===== config.mk =====
export PLATFORM = sky130hd
export DESIGN_NAME = tslot_subst
export DESIGN_NICKNAME = d
export VERILOG_FILES = /design/src/rtl/tslot_pkg.sv /design/src/rtl/tslot_ctrl.sv /design/src/rtl/tslot_dp.sv /design/src/rtl/tslot_subst.sv
export SDC_FILE = /design/constraint.sdc
export NUM_CORES = 1
export LEC_CHECK = 0
export ABC_AREA = 1
export BUFFER_PORTS_ARGS = -buffer_cell sky130_fd_sc_hd__buf_4
export CORE_MARGIN = 2
export CORE_UTILIZATION = 65
export DETAILED_ROUTE_END_ITERATION = 8
export GPL_ROUTABILITY_DRIVEN = 0
export GPL_TIMING_DRIVEN = 0
export PLACE_DENSITY = 0.82
export REMOVE_ABC_BUFFERS = 1
export SYNTH_ARGS = -nofsm -noshare
export SYNTH_HDL_FRONTEND = slang
export SYNTH_SLANG_ARGS = --single-unit

===== constraint.sdc =====
create_clock -name clk -period 3.4 [get_ports clk]
set_clock_uncertainty 0.2 [all_clocks]
set_input_delay 0.51 -clock clk [delete_from_list [all_inputs] [get_ports clk]]
set_output_delay 0.51 -clock clk [all_outputs]
set_load 0.02 [all_outputs]

===== src/rtl/tslot_pkg.sv =====
package tslot_pkg;
  localparam int SLOT_BITS = 8;
  localparam int IDX_W     = $clog2(SLOT_BITS);
  localparam int MODE_W    = 4;

  localparam logic [MODE_W-1:0] M_PASS     = 4'd0;
  localparam logic [MODE_W-1:0] M_INV_ALL  = 4'd1;
  localparam logic [MODE_W-1:0] M_INV_EVEN = 4'd2;
  localparam logic [MODE_W-1:0] M_INV_ODD  = 4'd3;
  localparam logic [MODE_W-1:0] M_USER     = 4'd4;
  localparam logic [MODE_W-1:0] M_ONES     = 4'd5;
  localparam logic [MODE_W-1:0] M_VACANT   = 4'd6;
  localparam logic [MODE_W-1:0] M_ZEROS    = 4'd7;
  localparam logic [MODE_W-1:0] M_INV_MSB  = 4'd8;
  localparam logic [MODE_W-1:0] M_INV_LOW  = 4'd9;
  localparam logic [MODE_W-1:0] M_PRBS     = 4'd10;
  localparam logic [MODE_W-1:0] M_FRAC     = 4'd11;

  typedef struct packed {
    logic              strobe;
    logic              fbit;
    logic [IDX_W-1:0]  bitIdx;
    logic [MODE_W-1:0] mode;
  } ctrlStrobeT;
endpackage


===== src/rtl/tslot_ctrl.sv =====
module tslot_ctrl
  import tslot_pkg::*;
#(
  parameter int T1_SLOTS = 24,
  parameter int E1_SLOTS = 32,
  localparam int SLOT_W  = $clog2(E1_SLOTS)
) (
  input  logic              clk,
  input  logic              rstN,
  input  logic              bitEn,
  input  logic              frameSync,
  input  logic              modeE1,
  input  logic              cfgWe,
  input  logic [SLOT_W-1:0] cfgAddr,
  input  logic [MODE_W-1:0] cfgMode,
  output ctrlStrobeT        ctl
);
  logic [E1_SLOTS-1:0][MODE_W-1:0] shadowTab, activeTab;
  logic              nxtFbit;
  logic [SLOT_W-1:0] nxtSlot;
  logic [IDX_W-1:0]  nxtIdx;

  logic              load, curFbit, advFbit;
  logic [SLOT_W-1:0] curSlot, advSlot, lastSlot;
  logic [IDX_W-1:0]  curIdx, advIdx;
  logic [MODE_W-1:0] tabEntry;

  always_comb begin
    load     = bitEn & frameSync;
    curFbit  = load ? ~modeE1 : (nxtFbit & ~modeE1);
    curSlot  = load ? '0 : nxtSlot;
    curIdx   = load ? '0 : nxtIdx;
    lastSlot = modeE1 ? SLOT_W'(E1_SLOTS - 1) : SLOT_W'(T1_SLOTS - 1);
    advFbit  = 1'b0;
    advSlot  = curSlot;
    advIdx   = curIdx + 1'b1;
    if (curFbit) begin
      advSlot = '0;
      advIdx  = '0;
    end else if (curIdx == IDX_W'(SLOT_BITS - 1)) begin
      advIdx = '0;
      if (curSlot >= lastSlot) begin
        advSlot = '0;
        advFbit = ~modeE1;
      end else begin
        advSlot = curSlot + 1'b1;
      end
    end
    tabEntry = load ? shadowTab[curSlot] : activeTab[curSlot];
  end

  always_ff @(posedge clk) begin
    if (!rstN) begin
      nxtFbit <= 1'b0;
      nxtSlot <= '0;
      nxtIdx  <= '0;
    end else if (bitEn) begin
      nxtFbit <= advFbit;
      nxtSlot <= advSlot;
      nxtIdx  <= advIdx;
    end
  end

  always_ff @(posedge clk) begin
    if (!rstN) begin
      shadowTab <= '0;
      activeTab <= '0;
    end else begin
      if (cfgWe) shadowTab[cfgAddr] <= cfgMode;
      if (load) activeTab <= shadowTab;
    end
  end

  always_comb begin
    ctl.strobe = bitEn;
    ctl.fbit   = curFbit;
    ctl.bitIdx = curIdx;
    ctl.mode   = curFbit ? M_PASS : tabEntry;
  end

  a_r3_slot_in_range: assert property (@(posedge clk) disable iff (!rstN)
    (bitEn && !curFbit) |-> (curSlot <= lastSlot));
  a_r10_table_holds: assert property (@(posedge clk) disable iff (!rstN)
    !load |=> $stable(activeTab));
  a_r3_pos_holds: assert property (@(posedge clk) disable iff (!rstN)
    !bitEn |=> ($stable(nxtIdx) && $stable(nxtSlot)));
endmodule


===== src/rtl/tslot_dp.sv =====
module tslot_dp
  import tslot_pkg::*;
#(
  parameter int PRBS_W = 15
) (
  input  logic       clk,
  input  logic       rstN,
  input  ctrlStrobeT ctl,
  input  logic       serIn,
  input  logic       fracIn,
  input  logic [7:0] userCode,
  output logic       serOut
);
  logic [PRBS_W-1:0] lfsr;
  logic              prbsStep, outBit, isMsb;
  logic [IDX_W-1:0]  codeIdx;

  always_comb begin
    isMsb    = (ctl.bitIdx == '0);
    codeIdx  = ~ctl.bitIdx;
    prbsStep = ctl.strobe & ~ctl.fbit & (ctl.mode == M_PRBS);
    case (ctl.mode)
      M_INV_ALL:  outBit = ~serIn;
      M_INV_EVEN: outBit = serIn ^ ctl.bitIdx[0];
      M_INV_ODD:  outBit = serIn ^ ~ctl.bitIdx[0];
      M_USER:     outBit = userCode[codeIdx];
      M_ONES:     outBit = 1'b1;
      M_VACANT:   outBit = 8'hD5 >> codeIdx;
      M_ZEROS:    outBit = 1'b0;
      M_INV_MSB:  outBit = serIn ^ isMsb;
      M_INV_LOW:  outBit = serIn ^ ~isMsb;
      M_PRBS:     outBit = lfsr[PRBS_W-1];
      M_FRAC:     outBit = fracIn;
      default:    outBit = serIn;
    endcase
    if (ctl.fbit) outBit = serIn;
  end

  always_ff @(posedge clk) begin
    if (!rstN) begin
      lfsr   <= '1;
      serOut <= 1'b0;
    end else begin
      if (ctl.strobe) serOut <= outBit;
      if (prbsStep) lfsr <= {lfsr[PRBS_W-2:0], lfsr[PRBS_W-1] ^ lfsr[PRBS_W-2]};
    end
  end

  a_r7_lfsr_alive: assert property (@(posedge clk) disable iff (!rstN)
    lfsr != '0);
  a_r7_lfsr_idle: assert property (@(posedge clk) disable iff (!rstN)
    !prbsStep |=> $stable(lfsr));
  a_r2_hold: assert property (@(posedge clk) disable iff (!rstN)
    !ctl.strobe |=> $stable(serOut));
  a_r4_fbit_through: assert property (@(posedge clk) disable iff (!rstN)
    (ctl.strobe && ctl.fbit) |=> (serOut == $past(serIn)));
  a_r6_ones: assert property (@(posedge clk) disable iff (!rstN)
    (ctl.strobe && !ctl.fbit && ctl.mode == M_ONES) |=> serOut);
  a_r8_frac: assert property (@(posedge clk) disable iff (!rstN)
    (ctl.strobe && !ctl.fbit && ctl.mode == M_FRAC) |=> (serOut == $past(fracIn)));
endmodule


===== src/rtl/tslot_subst.sv =====
module tslot_subst
  import tslot_pkg::*;
#(
  parameter int T1_SLOTS = 24,
  parameter int E1_SLOTS = 32,
  parameter int PRBS_W   = 15,
  localparam int SLOT_W  = $clog2(E1_SLOTS)
) (
  input  logic              clk,
  input  logic              rstN,
  input  logic              bitEn,
  input  logic              frameSync,
  input  logic              modeE1,
  input  logic              serIn,
  input  logic              fracIn,
  input  logic              cfgWe,
  input  logic [SLOT_W-1:0] cfgAddr,
  input  logic [MODE_W-1:0] cfgMode,
  input  logic [7:0]        userCode,
  output logic              serOut
);
  ctrlStrobeT ctl;

  tslot_ctrl #(.T1_SLOTS(T1_SLOTS), .E1_SLOTS(E1_SLOTS)) i_ctrl (
    .clk(clk), .rstN(rstN), .bitEn(bitEn), .frameSync(frameSync),
    .modeE1(modeE1), .cfgWe(cfgWe), .cfgAddr(cfgAddr), .cfgMode(cfgMode),
    .ctl(ctl)
  );

  tslot_dp #(.PRBS_W(PRBS_W)) i_dp (
    .clk(clk), .rstN(rstN), .ctl(ctl), .serIn(serIn), .fracIn(fracIn),
    .userCode(userCode), .serOut(serOut)
  );
endmodule


==> key figures, run 1 <==
Status
  • Status: completed

Synth
  • Asr flop ratio synth: 0%
  • FF+latch count, synth: 281
  • EDFF count, synth: 0
  • Sequential cell area fraction in the yosys report: 47.5%
  • Mean Syn Cell Area: 6.87 um^2
  • Post-Synthesis Cells: 1,725
  • Top FF cell, synth: dfxtp_1
  • Area contributors post-synth: dfxtp_1 (48%), nor2_1 (18%), o21ai_0 (11%)
  • Share of the synthesized area in the top cell type: 47.5%
  • Leading area contributor after synthesis: dfxtp_1
  • Ys Warns: 0
  • Mapped cell area: 11,800 um^2
  • Yosys cell types: 31
  • Commonest cells in the synthesized netlist: nor2_1 (568), dfxtp_1 (281), o21ai_0 (260)
  • Most numerous cell in the Yosys netlist: nor2_1

Global route
  • First-pass GRT wire length: 48,800 um
  • Antenna violations before repair: 0
  • Vias in the first global route: 10,108
  • Largest net degree at the start of global routing: 149
  • Total congestion overflow: 0
  • Total global-route track usage: 30.3%

Route
  • Via-per-instance ratio: 5.66
  • Final WL: 30,500 um
  • DRC viols: 0
  • Initial detailed-routing violation count: 1,119
  • DR vias: 10,956
  • Post-route ant nets: 0
  • Routed wire per std cell: 15.7 um
  • Drt pass-1 iters: 5

STA
  • Setup_tns: 0 ns
  • Worst Max-Slew Pin Slew: 0.837 ns
  • Final min period: 3.13 ns
  • RSZ-0062 raised after global routing: no
  • Final period util: 92.1%
  • Worst setup margin: 0.267 ns
  • Hold Fails Final Rpt: 0
  • Final setup violation count: 0
  • Slew Limit Fails: 0
  • Rel. slew slack: 44.1%
  • Peak Freq: 0.319 GHz

Setup path
  • Bufs and invs on worst path: 2
  • Worst path most repeated cell: nand3_1
  • Startpoint Class: flip-flop
  • Crit-path max cell delay: 0.46 ns
  • CP Max Fanout: 44
  • CP delay by family, top: simple AND/OR/NAND/NOR gates
  • Slowest-stage cell, CP: dfxtp_1
  • Crit Path Class: flip-flop to flip-flop
  • Worst setup EP type: flip-flop
  • Critical path, cell by cell: nand2_8 > inv_4 > nand3_1 > nand3_1 > nand3_1 > nand2_1 > nand2_1 > nand3_1 > nand2_1 > nor2_2 > nand2_2 > inv_2 > nand2_1 > nand3_1
  • CP Data Required Time: 3.67 ns
  • Arrival @ worst endpoint: 3.40 ns

Power and ir drop
  • Final total power: 0.00702 W
  • Leakage: 5.55 nW
  • Comb pwr share: 7.2%
  • Power Density: 542 nW/um^2
  • Power share of the clock group: 43.5%
  • Pint: 0.00534 W
  • Sw Pwr: 0.00167 W
  • Max VDD drop: 456 uV
  • Seq pwr share: 49.3%
  • Sw frac: 23.8%

Run
  • Max-Cap Viols: 0

Die
  • Initial Util: 66.2%
  • Core Region: 17,900 um^2
  • Row count: 49
  • Die W: 139 um
  • IO Pins: 26
  • Die ar.: 19,300 um^2
  • Die H: 139 um

Clock network
  • Clk buf depth: 3
  • Clock sink total: 281
  • Clk_lat worst skew: 0.54 ns
  • Root Buffer: clkbuf_16
  • CTS H-tree lvls: 1
  • CTS Buf Count: 29
  • TritonCTS clock tree: yes
  • Clk slew on worst S/H paths: 0.06 ns

Cells and area
  • Antenna diode count: 0
  • Multi-input gate area: 5490 um^2
  • Sequential cell area: 5630 um^2
  • Syn-to-layout area delta: 9.20%
  • Final std cells w/o fill: 1,937
  • Nets: 1,720
  • Layout cell share with drive strength beyond 1: 5.21%
  • Filler cells: 1,512

Place
  • DP HPWL: 16,400 um
  • Placed insts: 1,882
  • Post-Place Worst Slack: -1.24 ns
  • Port bufs: 25

Worst hold path
  • Worst Hold Class: input pin to flip-flop
## power by group through the flow
| stage | clock (W) | combinational [W] | sequential, W |
|---|---|---|---|
| CTS | 0.00307 | 0.000494 | 0.00346 |
| detailed placement | 0 | 0.000484 | 0.00353 |
| global route | 0.00322 | 0.000570 | 0.00347 |
| global placement | 0 | 0.000475 | 0.00352 |
| finish | 0.00305 | 0.000507 | 0.00346 |
| floorplan | 0 | 0.000301 | 0.00352 |
## metrics by stage
stage	hold slack (ns)	util (%)	instance area, um^2
6_report	0.0852	72.2	12900
5_1_grt	0.0921	72.2	12900
4_1_cts	0.0791	72.0	12900
3_5_place_dp	0.242	66.8	12000
3_3_place_gp	0.236	66.2	11900
2_1_floorplan	0.229	-	11400
## cells in the final DEF (no fill, tap or decap), types with 16 or more instances in the layout
cell type / count
a21oi_1: 16
nor3_1: 16
clkbuf_16: 29
nor2_1: 568
nand3_1: 161
buf_4: 25
inv_1: 86
o21ai_0: 260
nand2_1: 204
dfxtp_1: 280
## what timing repair did
| action | in CTS | in global routing |
|---|---|---|
| pin swaps | 2 | 2 |
| resized for setup | 4 | 3 |
| hold buffers | 0 | 0 |
| endpoints found under the setup margin | 16 | 16 |
| buffers inserted | 1 | 0 |
| cloned | 1 | 3 |
## worst paths after layout
| path | startpoint | to | slack, ns | cells past startpoint |
|---|---|---|---|---|
| worst max-delay path | i_ctrl.nxtSlot[1]$_SDFFE_PN0P_ | i_dp.lfsr[12]$_SDFFE_PN1P_ | 0.27 | 14 |
| worst min-delay path | modeE1 | i_ctrl.nxtFbit$_SDFFE_PN0P_ | 0.09 | 4 |
| worst max register to register | i_ctrl.nxtSlot[1]$_SDFFE_PN0P_ | i_dp.lfsr[12]$_SDFFE_PN1P_ | 0.27 | 14 |
| worst min register to register | i_dp.lfsr[8]$_SDFFE_PN1P_ | i_dp.lfsr[9]$_SDFFE_PN1P_ | 0.26 | 2 |
## worst register-to-register path, delay by kind of cell, from the launching register on
| kind | cells | cell delay, ns |
|---|---|---|
| buffers and inverters | 2 | 0.65 |
| DFF | 1 | 0.46 |
| and+or+nand+nor | 12 | 1.74 |
## kinds of logic (layout without fill, tap and decap cells)
kind of cell | after synthesis | after routing | share of synthesized area (%)
simple gates | 961 | 965 | 32.8
xor+xnor | 2 | 2 | 0.148
compound gates | 283 | 283 | 12.1
flops | 281 | 281 | 47.5
fa+ha+maj | 6 | 6 | 0.634
buf+inv | 192 | 171 | 6.78
## sequential cells by signal (all words and copies together) (netlist names)
| signal | cells |
|---|---|
| i_dp.serOut | 1 |
| i_dp.lfsr | 15 |
| i_ctrl.shadowTab | 128 |
| i_ctrl.nxtSlot | 5 |
| i_ctrl.nxtIdx | 3 |
| i_ctrl.nxtFbit | 1 |
| i_ctrl.activeTab | 128 |
## metal layers
layer,part of all wire (%),track usage (%)
met4,3.4,10.4
met3,7.6,5.25
met5,0,0
met2,47,51.2
met1,42,39.5
## final cells by class
type                       count  share of cell area [%]
inverter                      92                    2.79
clock buffer                  43                    6.25
sequential                   281                    43.5
multi-input combinational   1256                    42.4
timing repair buffer          29                    2.12
tap                          229                    2.22
clock inverter                 7                   0.687
(Power assumes the default switching activity.)
==> run 2, diff against run 1 <==
- ABC_AREA: 1 -> default
==> run 2 against run 1 <==
Effect of this change:
- non-clock buffer count grew 24
- combinational power shrank 25%
- register-to-register slack lost 0.16 ns
- clock power about the same
- die area rose by 5.0%
- synthesized cell count decreased by 18%
- global-route usage grew 0.16 points
- count of clock-buffer cells in the layout is the same
- maximum frequency shrank 4.8%
- design area grew 6.6%
- sequential cell count unchanged
- via count shrank 7.8%
- critical path type unchanged
- critical endpoint is now i_dp.lfsr[14]$_SDFFE_PN1P_
==> key figures, run 2 <==
Clock network
  • CTS Buf Count: 29 (unchanged)
  • Clk slew on worst S/H paths: 0.06 ns (about the same)
  • TritonCTS clock tree: yes (unchanged)
  • Clk_lat worst skew: 0.55 ns (was 0.54 ns)
  • Root Buffer: clkbuf_16 (unchanged)
  • CTS H-tree lvls: 1 (unchanged)
  • Clk buf depth: 3 (unchanged)
  • Clock sink total: 281 (unchanged)

Synth
  • Mapped cell area: 12,500 um^2 (was 11,800 um^2)
  • Top FF cell, synth: dfxtp_1 (unchanged)
  • Share of the synthesized area in the top cell type: 45.2% (was 47.5%)
  • Yosys cell types: 70 (was 31)
  • Sequential cell area fraction in the yosys report: 45.2% (was 47.5%)
  • Commonest cells in the synthesized netlist: nand2_1 (380), dfxtp_1 (281), a21boi_0 (199) (was nor2_1 (568), dfxtp_1 (281), o21ai_0 (260))
  • Compound-Gate Fraction of Synth Area: 18.4% (was 12.1%)
  • XOR/XNOR Fraction of Synth Area: 0.352% (was 0.148%)
  • Ys Warns: 0 (unchanged)
  • Asr flop ratio synth: 0% (unchanged)
  • Synthesized-area fraction occupied by adder cells: 0.603% (was 0.634%)
  • EDFF count, synth: 0 (unchanged)
  • Most numerous cell in the Yosys netlist: nand2_1 (was nor2_1)
  • Post-Synthesis Cells: 1,422 (was 1,725)
  • Largest family of logic cells by synthesized area: simple AND/OR/NAND/NOR gates (unchanged)
  • Mean Syn Cell Area: 8.76 um^2 (was 6.87 um^2)
  • Synth Area in Simple Gates: 21.1% (was 32.8%)
  • Area contributors post-synth: dfxtp_1 (45%), a21boi_0 (12%), nand2_1 (11%) (was dfxtp_1 (48%), nor2_1 (18%), o21ai_0 (11%))
  • Leading area contributor after synthesis: dfxtp_1 (unchanged)
  • Post-synthesis mux area share: 9.74% (was 0%)
  • FF+latch count, synth: 281 (unchanged)

Worst hold path
  • End of the worst hold path: i_ctrl.nxtFbit$_SDFFE_PN0P_ (unchanged)
  • Hold depth: 4 (unchanged)
  • Hold_sp: modeE1 (unchanged)
  • Worst Hold Class: input pin to flip-flop (unchanged)

STA
  • Final min period: 3.29 ns (was 3.13 ns)
  • Rel. slew slack: 26.0% (was 44.1%)
  • Worst Max-Slew Pin Slew: 1.11 ns (was 0.837 ns)
  • Setup_tns: 0 ns (unchanged)
  • Final setup violation count: 0 (unchanged)
  • RSZ-0062 raised after global routing: no (unchanged)
  • Final period util: 96.8% (was 92.1%)
  • Slew Limit Fails: 0 (unchanged)
  • Hold Fails Final Rpt: 0 (unchanged)
  • Peak Freq: 0.304 GHz (was 0.319 GHz)

Route
  • Post-route ant nets: 0 (unchanged)
  • Initial detailed-routing violation count: 941 (was 1,119)
  • Routed wire per std cell: 19.2 um (was 15.7 um)
  • Drt pass-1 iters: 6 (was 5)
  • DR vias: 10,100 (was 10,956)
  • DRC viols: 0 (unchanged)
  • Final WL: 31,800 um (was 30,500 um)
  • Via-per-instance ratio: 6.11 (was 5.66)

Die
  • Die ar.: 20,300 um^2 (was 19,300 um^2)
  • Initial Util: 66.3% (was 66.2%)
  • Core Region: 18,800 um^2 (was 17,900 um^2)
  • Die W: 142 um (was 139 um)
  • Die H: 142 um (was 139 um)
  • IO Pins: 26 (unchanged)
  • Row count: 50 (was 49)

Power and ir drop
  • Seq pwr share: 49.4% (was 49.3%)
  • Max VDD drop: 450 uV (was 456 uV)
  • Sw frac: 23.1% (was 23.8%)
  • Sw Pwr: 0.00155 W (was 0.00167 W)
  • Leakage: 4.51 nW (was 5.55 nW)
  • Power share of the clock group: 44.9% (was 43.5%)
  • Comb pwr share: 5.7% (was 7.2%)
  • Pint: 0.00517 W (was 0.00534 W)
  • Power Density: 487 nW/um^2 (was 542 nW/um^2)

Global route
  • Antenna violations before repair: 0 (unchanged)
  • Largest net degree at the start of global routing: 174 (was 149)
  • First-pass GRT wire length: 49,300 um (was 48,800 um)
  • Total congestion overflow: 0 (unchanged)
  • Vias in the first global route: 9,537 (was 10,108)
  • Total global-route track usage: 30.5% (was 30.3%)

Setup path
  • R2r startpoint: i_ctrl.nxtSlot[0]$_SDFFE_PN0P_ (was i_ctrl.nxtSlot[1]$_SDFFE_PN0P_)
  • Startpoint Class: flip-flop (unchanged)
  • Worst setup EP type: flip-flop (unchanged)
  • CP Data Required Time: 3.61 ns (was 3.67 ns)
  • Crit-path max cell delay: 0.36 ns (was 0.46 ns)
  • Reg2reg end: i_dp.lfsr[14]$_SDFFE_PN1P_ (was i_dp.lfsr[12]$_SDFFE_PN1P_)
  • CP delay by family, top: simple AND/OR/NAND/NOR gates (unchanged)
  • Flop2flop setup slack: 0.11 ns (was 0.27 ns)
  • Bufs and invs on worst path: 2 (unchanged)
  • Arrival @ worst endpoint: 3.50 ns (was 3.40 ns)
  • CP Max Fanout: 25 (was 44)
  • Critical path, cell by cell: buf_12 > a21bo_4 > clkinv_4 > nand2_2 > o22ai_1 > o211ai_1 > nand4_1 > and2_1 > nand3_4 > mux2i_1 > nand2_1 (was nand2_8 > inv_4 > nand3_1 > nand3_1 > nand3_1 > nand2_1 > nand2_1 > nand3_1 > nand2_1 > nor2_2 > nand2_2 > inv_2 > nand2_1 > nand3_1)
  • Slowest-stage cell, CP: dfxtp_4 (was dfxtp_1)
  • Crit Path Class: flip-flop to flip-flop (unchanged)
  • Reg2Reg Depth: 11 (was 14)

Cells and area
  • Syn-to-layout area delta: 10.7% (was 9.20%)
  • Nets: 1,432 (was 1,720)
  • Antenna diode count: 0 (unchanged)
  • Most common cell after layout, fill and taps aside: nand2_1 (was nor2_1)
  • Largest regs: i_ctrl.activeTab (128), i_ctrl.shadowTab (128), i_dp.lfsr (15) (unchanged)
  • Layout cell share with drive strength beyond 1: 10.8% (was 5.21%)
  • Most frequent cells in the layout: nand2_1 (379), dfxtp_1 (278), a21boi_0 (199), mux2i_1 (93), nand3_1 (74) (was nor2_1 (568), dfxtp_1 (280), o21ai_0 (260), nand2_1 (204), nand3_1 (161))
  • Final std cells w/o fill: 1,654 (was 1,937)

Place
  • Port bufs: 25 (unchanged)
  • DP HPWL: 17,600 um (was 16,400 um)
  • Placed insts: 1,582 (was 1,882)

Status
  • Status: completed (unchanged)

Run
  • Max-Cap Viols: 0 (unchanged)
-- run 2: cell types whose count changed after synthesis, sizes merged, moves of 22 or more --
cell    previous run  this run
nor2             571        25
o21ai            261        16
a21boi             0       200
nand2            208       381
mux2i              0        93
nand3            162        75
inv               92        16
nor2b              0        64
clkbuf            59        89
buf               41        19
-- run 2: per-stage QoR --
step                area, um^2  util, %  hold WS [ns]  total power, W  setup WS (ns)
floorplan                12000        -         0.237         0.00356          -1.55
CTS                      13600     72.7         0.178         0.00671         0.0520
global route             13800     73.4         0.216         0.00688        0.00178
global placement         12400     66.2         0.249         0.00373          -4.02
finish                   13800     73.4         0.190         0.00672          0.109
detailed placement       12600     67.3         0.254         0.00375         -0.866
-- run 2: area by class of cell --
class	instances	area [um^2]
Multi-Input combinational cell	1019	6340
Sequential cell	281	5640
Fill cell	1390	4980
Clock buffer	43	858
Timing Repair Buffer	53	542
Tap cell	234	293
Inverter	17	68.8
Clock inverter	7	42.5
-- run 2: power groups by stage --
stage / sequential (W) / clock [W] / combinational, W
floorplan: 0.00339 / 0 / 0.000169
global placement: 0.00339 / 0 / 0.000338
detailed placement: 0.00339 / 0 / 0.000356
CTS: 0.00332 / 0.00303 / 0.000365
global route: 0.00332 / 0.00315 / 0.000404
finish: 0.00332 / 0.00302 / 0.000381
-- run 2: what timing repair did --
action | CTS | global route
hold buffers | 0 | 0
pin swaps | 3 | 4
cloned | 1 | 2
gates resized for setup | 6 | 3
setup buffers | 10 | 9
setup endpoints to repair | 16 | 16
-- run 2: kinds of logic after synthesis --
group | after synthesis
AND/OR/NAND/NOR | 589
AO/OA/AOI/OAI | 304
flip-flops | 281
buffers and inverters | 125
multiplexers | 112
adder cells (fa/ha/maj) | 6
XOR/XNOR | 5
-- run 2: metal layers --
layer / part of all wire, % / up-vias / global-route usage, %
met5: 0 / - / 0
met4: 3.7 / 0 / 11.2
met3: 7.8 / 96 / 5.22
met2: 46 / 374 / 49.9
met1: 43 / 4835 / 40.7
li1: - / 4795 / -
-- run 2: worst max path at each step --
stage                                              start  cells after the start  slack [ns]                              to
final                     i_ctrl.nxtSlot[0]$_SDFFE_PN0P_                     11        0.11      i_dp.lfsr[14]$_SDFFE_PN1P_
after global routing      i_ctrl.nxtSlot[0]$_SDFFE_PN0P_                     11       0.002      i_dp.lfsr[12]$_SDFFE_PN1P_
after CTS                 i_ctrl.nxtSlot[0]$_SDFFE_PN0P_                     11        0.05      i_dp.lfsr[14]$_SDFFE_PN1P_
after detailed placement                           bitEn                     11       -0.87      i_dp.lfsr[14]$_SDFFE_PN1P_
after global placement                             bitEn                      9       -4.02       i_dp.lfsr[6]$_SDFFE_PN1P_
after floorplan                                    bitEn                     12       -1.55  i_ctrl.nxtSlot[4]$_SDFFE_PN0P_
-- run 2: worst min-delay path: cells and delay by family --
family        cells  cell delay [ns]
buf+inv           1             0.09
mux               1             0.18
simple gates      2             0.11
==> run 3, diff against run 2 <==
- CAP_MARGIN: default -> 25
- MAX_ROUTING_LAYER: default -> met4
- clock period: 3.4 -> 4.1 ns (I/O delays scaled with it)
==> run 3 against run 2 <==
Effect of this change:
- design area fell by 1.5%
- count of clock-buffer cells in the layout fell by 5
- hold slack improved by 0.069 ns
- sequential cell count did not move
- worst setup slack improved by 0.11 ns
- maximum frequency fell by 15%
- sequential share of layout area rose by 0.57 points
- clock power fell by 16%
- sequential power fell by 17%
- register-to-register slack improved by 0.11 ns
- combinational power fell by 21%
- first-iteration DRC count fell by 12%
- critical endpoint unchanged
==> key figures, run 3 (synthesis results as in run 2) <==
Clock network
  • Hold_buf cts: 0 (unchanged)
  • CTS Buf Count: 29 (unchanged)
  • Root Buffer: clkbuf_16 (unchanged)
  • Clk slew on worst S/H paths: 0.06 ns (about the same)
  • CTS H-tree lvls: 1 (unchanged)
  • Clk buf depth: 3 (unchanged)
  • TritonCTS clock tree: yes (unchanged)
  • Clock sink total: 281 (unchanged)
  • Clk_lat worst skew: 0.55 ns (about the same)

STA
  • Hold Fails Final Rpt: 0 (unchanged)
  • Setup_tns: 0 ns (unchanged)
  • Worst Max-Slew Pin Slew: 1.02 ns (was 1.11 ns)
  • Peak Freq: 0.258 GHz (was 0.304 GHz)
  • Slew Limit Fails: 0 (unchanged)
  • Hold slack final: 0.259 ns (was 0.190 ns)
  • RSZ-0062 raised after global routing: no (unchanged)
  • Rel. slew slack: 32.1% (was 26.0%)
  • Final min period: 3.88 ns (was 3.29 ns)
  • Final setup violation count: 0 (unchanged)
  • Final period util: 94.6% (was 96.8%)

Global route
  • First-pass GRT wire length: 48,100 um (was 49,300 um)
  • Total congestion overflow: 0 (unchanged)
  • Total global-route track usage: 30.6% (was 30.5%)
  • Vias in the first global route: 9,374 (was 9,537)
  • Met3 Track Usage GR: 4.88% (was 5.22%)
  • Antenna violations before repair: 0 (unchanged)
  • Met2 Resource Use GR: 49.4% (was 49.9%)
  • Global routing's busiest layer: met2 (unchanged)
  • Largest net degree at the start of global routing: 174 (unchanged)
  • Grt met1 use: 39.3% (was 40.7%)

Setup path
  • Crit Path Class: flip-flop to flip-flop (unchanged)
  • Arrival @ worst endpoint: 4.08 ns (was 3.50 ns)
  • Startpoint Class: flip-flop (unchanged)
  • CP Max Fanout: 25 (unchanged)
  • Slowest-stage cell, CP: nor4_4 (was dfxtp_4)
  • CP Data Required Time: 4.30 ns (was 3.61 ns)
  • Worst setup EP type: flip-flop (unchanged)
  • Critical path, cell by cell: buf_12 > a21bo_1 > clkinv_4 > nand2_2 > o221ai_1 > a31o_2 > nor4_4 > nand3_4 > mux2i_1 > nand2_1 (was buf_12 > a21bo_4 > clkinv_4 > nand2_2 > o22ai_1 > o211ai_1 > nand4_1 > and2_1 > nand3_4 > mux2i_1 > nand2_1)
  • Crit-path max cell delay: 0.55 ns (was 0.36 ns)

Cells and area
  • Largest regs: i_ctrl.activeTab (128), i_ctrl.shadowTab (128), i_dp.lfsr (15) (unchanged)
  • Most common cell after layout, fill and taps aside: nand2_1 (unchanged)
  • Most frequent cells in the layout: nand2_1 (379), dfxtp_1 (278), a21boi_0 (199), mux2i_1 (93), nand3_1 (74) (unchanged)
  • Antenna diode count: 0 (unchanged)
  • Syn-to-layout area delta: 9.08% (was 10.7%)
  • Final std cells w/o fill: 1,636 (was 1,654)
  • Nets: 1,413 (was 1,432)
  • Layout cell share with drive strength beyond 1: 9.63% (was 10.8%)

Die
  • IO Pins: 26 (unchanged)
  • Row count: 50 (unchanged)
  • Initial Util: 66.3% (unchanged)
  • Core Region: 18,800 um^2 (unchanged)
  • Die ar.: 20,300 um^2 (unchanged)
  • Die W: 142 um (unchanged)
  • Die H: 142 um (unchanged)

Route
  • Post-route ant nets: 0 (unchanged)
  • Initial detailed-routing violation count: 827 (was 941)
  • Routed wire per std cell: 18.4 um (was 19.2 um)
  • Drt pass-1 iters: 5 (was 6)
  • DRC viols: 0 (unchanged)
  • Via-per-instance ratio: 6.10 (was 6.11)
  • DR vias: 9,984 (was 10,100)
  • Final WL: 30,100 um (was 31,800 um)

Power and ir drop
  • Final total power: 0.00559 W (was 0.00672 W)
  • Leakage: 4.41 nW (was 4.51 nW)
  • Sw frac: 23.0% (was 23.1%)
  • Sw Pwr: 0.00128 W (was 0.00155 W)
  • Power share of the clock group: 45.4% (was 44.9%)
  • Seq pwr share: 49.2% (was 49.4%)
  • Comb pwr share: 5.4% (was 5.7%)
  • Power Density: 412 nW/um^2 (was 487 nW/um^2)
  • Pint: 0.00431 W (was 0.00517 W)
  • Max VDD drop: 382 uV (was 450 uV)

Run
  • Max-Cap Viols: 0 (unchanged)

Status
  • Status: completed (unchanged)

Worst hold path
  • Worst Hold Class: flip-flop to flip-flop (was input pin to flip-flop)

Place
  • DP HPWL: 17,600 um (about the same)
  • Port bufs: 25 (unchanged)
  • Placed insts: 1,582 (unchanged)
run 3: final cells by class:
class,count,area (um^2)
Timing Repair Buffer,37,377
Multi-Input combinational cell,1016,6290
Clock buffer,38,820
Clock inverter,13,100
Inverter,17,68.8
Sequential cell,281,5630
Fill cell,1449,5180
Tap cell,234,293
run 3: repair_timing:
item | CTS | global route
endpoints found under the setup margin | 0 | 16
resized for setup | 0 | 2
setup buffers | 0 | 3
run 3: per-layer routing:
layer	share of wire (%)	wire length (um)
met1	43	13000
met2	46	13900
met3	6.9	2060
met4	3.5	1050
met5	0	0
run 3: per-stage QoR:
stage	area, um^2	utilization [%]	setup WS (ns)
3_5_place_dp	12600	67.3	-0.261
2_1_floorplan	12000	-	-0.953
5_1_grt	13600	72.4	0.0356
4_1_cts	13600	72.2	0.0189
6_report	13600	72.4	0.222
3_3_place_gp	12400	66.2	-3.43
run 3: final timing paths:
| check | start | to | slack (ns) | cells past startpoint |
|---|---|---|---|---|
| worst max register to register | i_ctrl.nxtSlot[0]$_SDFFE_PN0P_ | i_dp.lfsr[14]$_SDFFE_PN1P_ | 0.22 | 10 |
| worst min-delay path | i_ctrl.activeTab[65]$_SDFFE_PN0P_ | i_ctrl.activeTab[65]$_SDFFE_PN0P_ | 0.26 | 2 |
| worst min register to register | i_ctrl.activeTab[65]$_SDFFE_PN0P_ | i_ctrl.activeTab[65]$_SDFFE_PN0P_ | 0.26 | 2 |
| worst max-delay path | i_ctrl.nxtSlot[0]$_SDFFE_PN0P_ | i_dp.lfsr[14]$_SDFFE_PN1P_ | 0.22 | 10 |
run 3: critical path: cells and delay by family (launching register included):
kind | cells | cell delay (ns)
flops | 1 | 0.50
compound gates | 3 | 1.02
simple gates | 4 | 1.26
mux | 1 | 0.24
buf+inv | 2 | 0.49
run 3: power by group through the flow:
stage / Sequential (W) / Clock (W) / Combinational (W)
after floorplan: 0.00281 / 0 / 0.000140
after global placement: 0.00281 / 0 / 0.000280
after detailed placement: 0.00281 / 0 / 0.000294
after CTS: 0.00275 / 0.00256 / 0.000295
after global routing: 0.00275 / 0.00267 / 0.000323
final: 0.00275 / 0.00254 / 0.000301
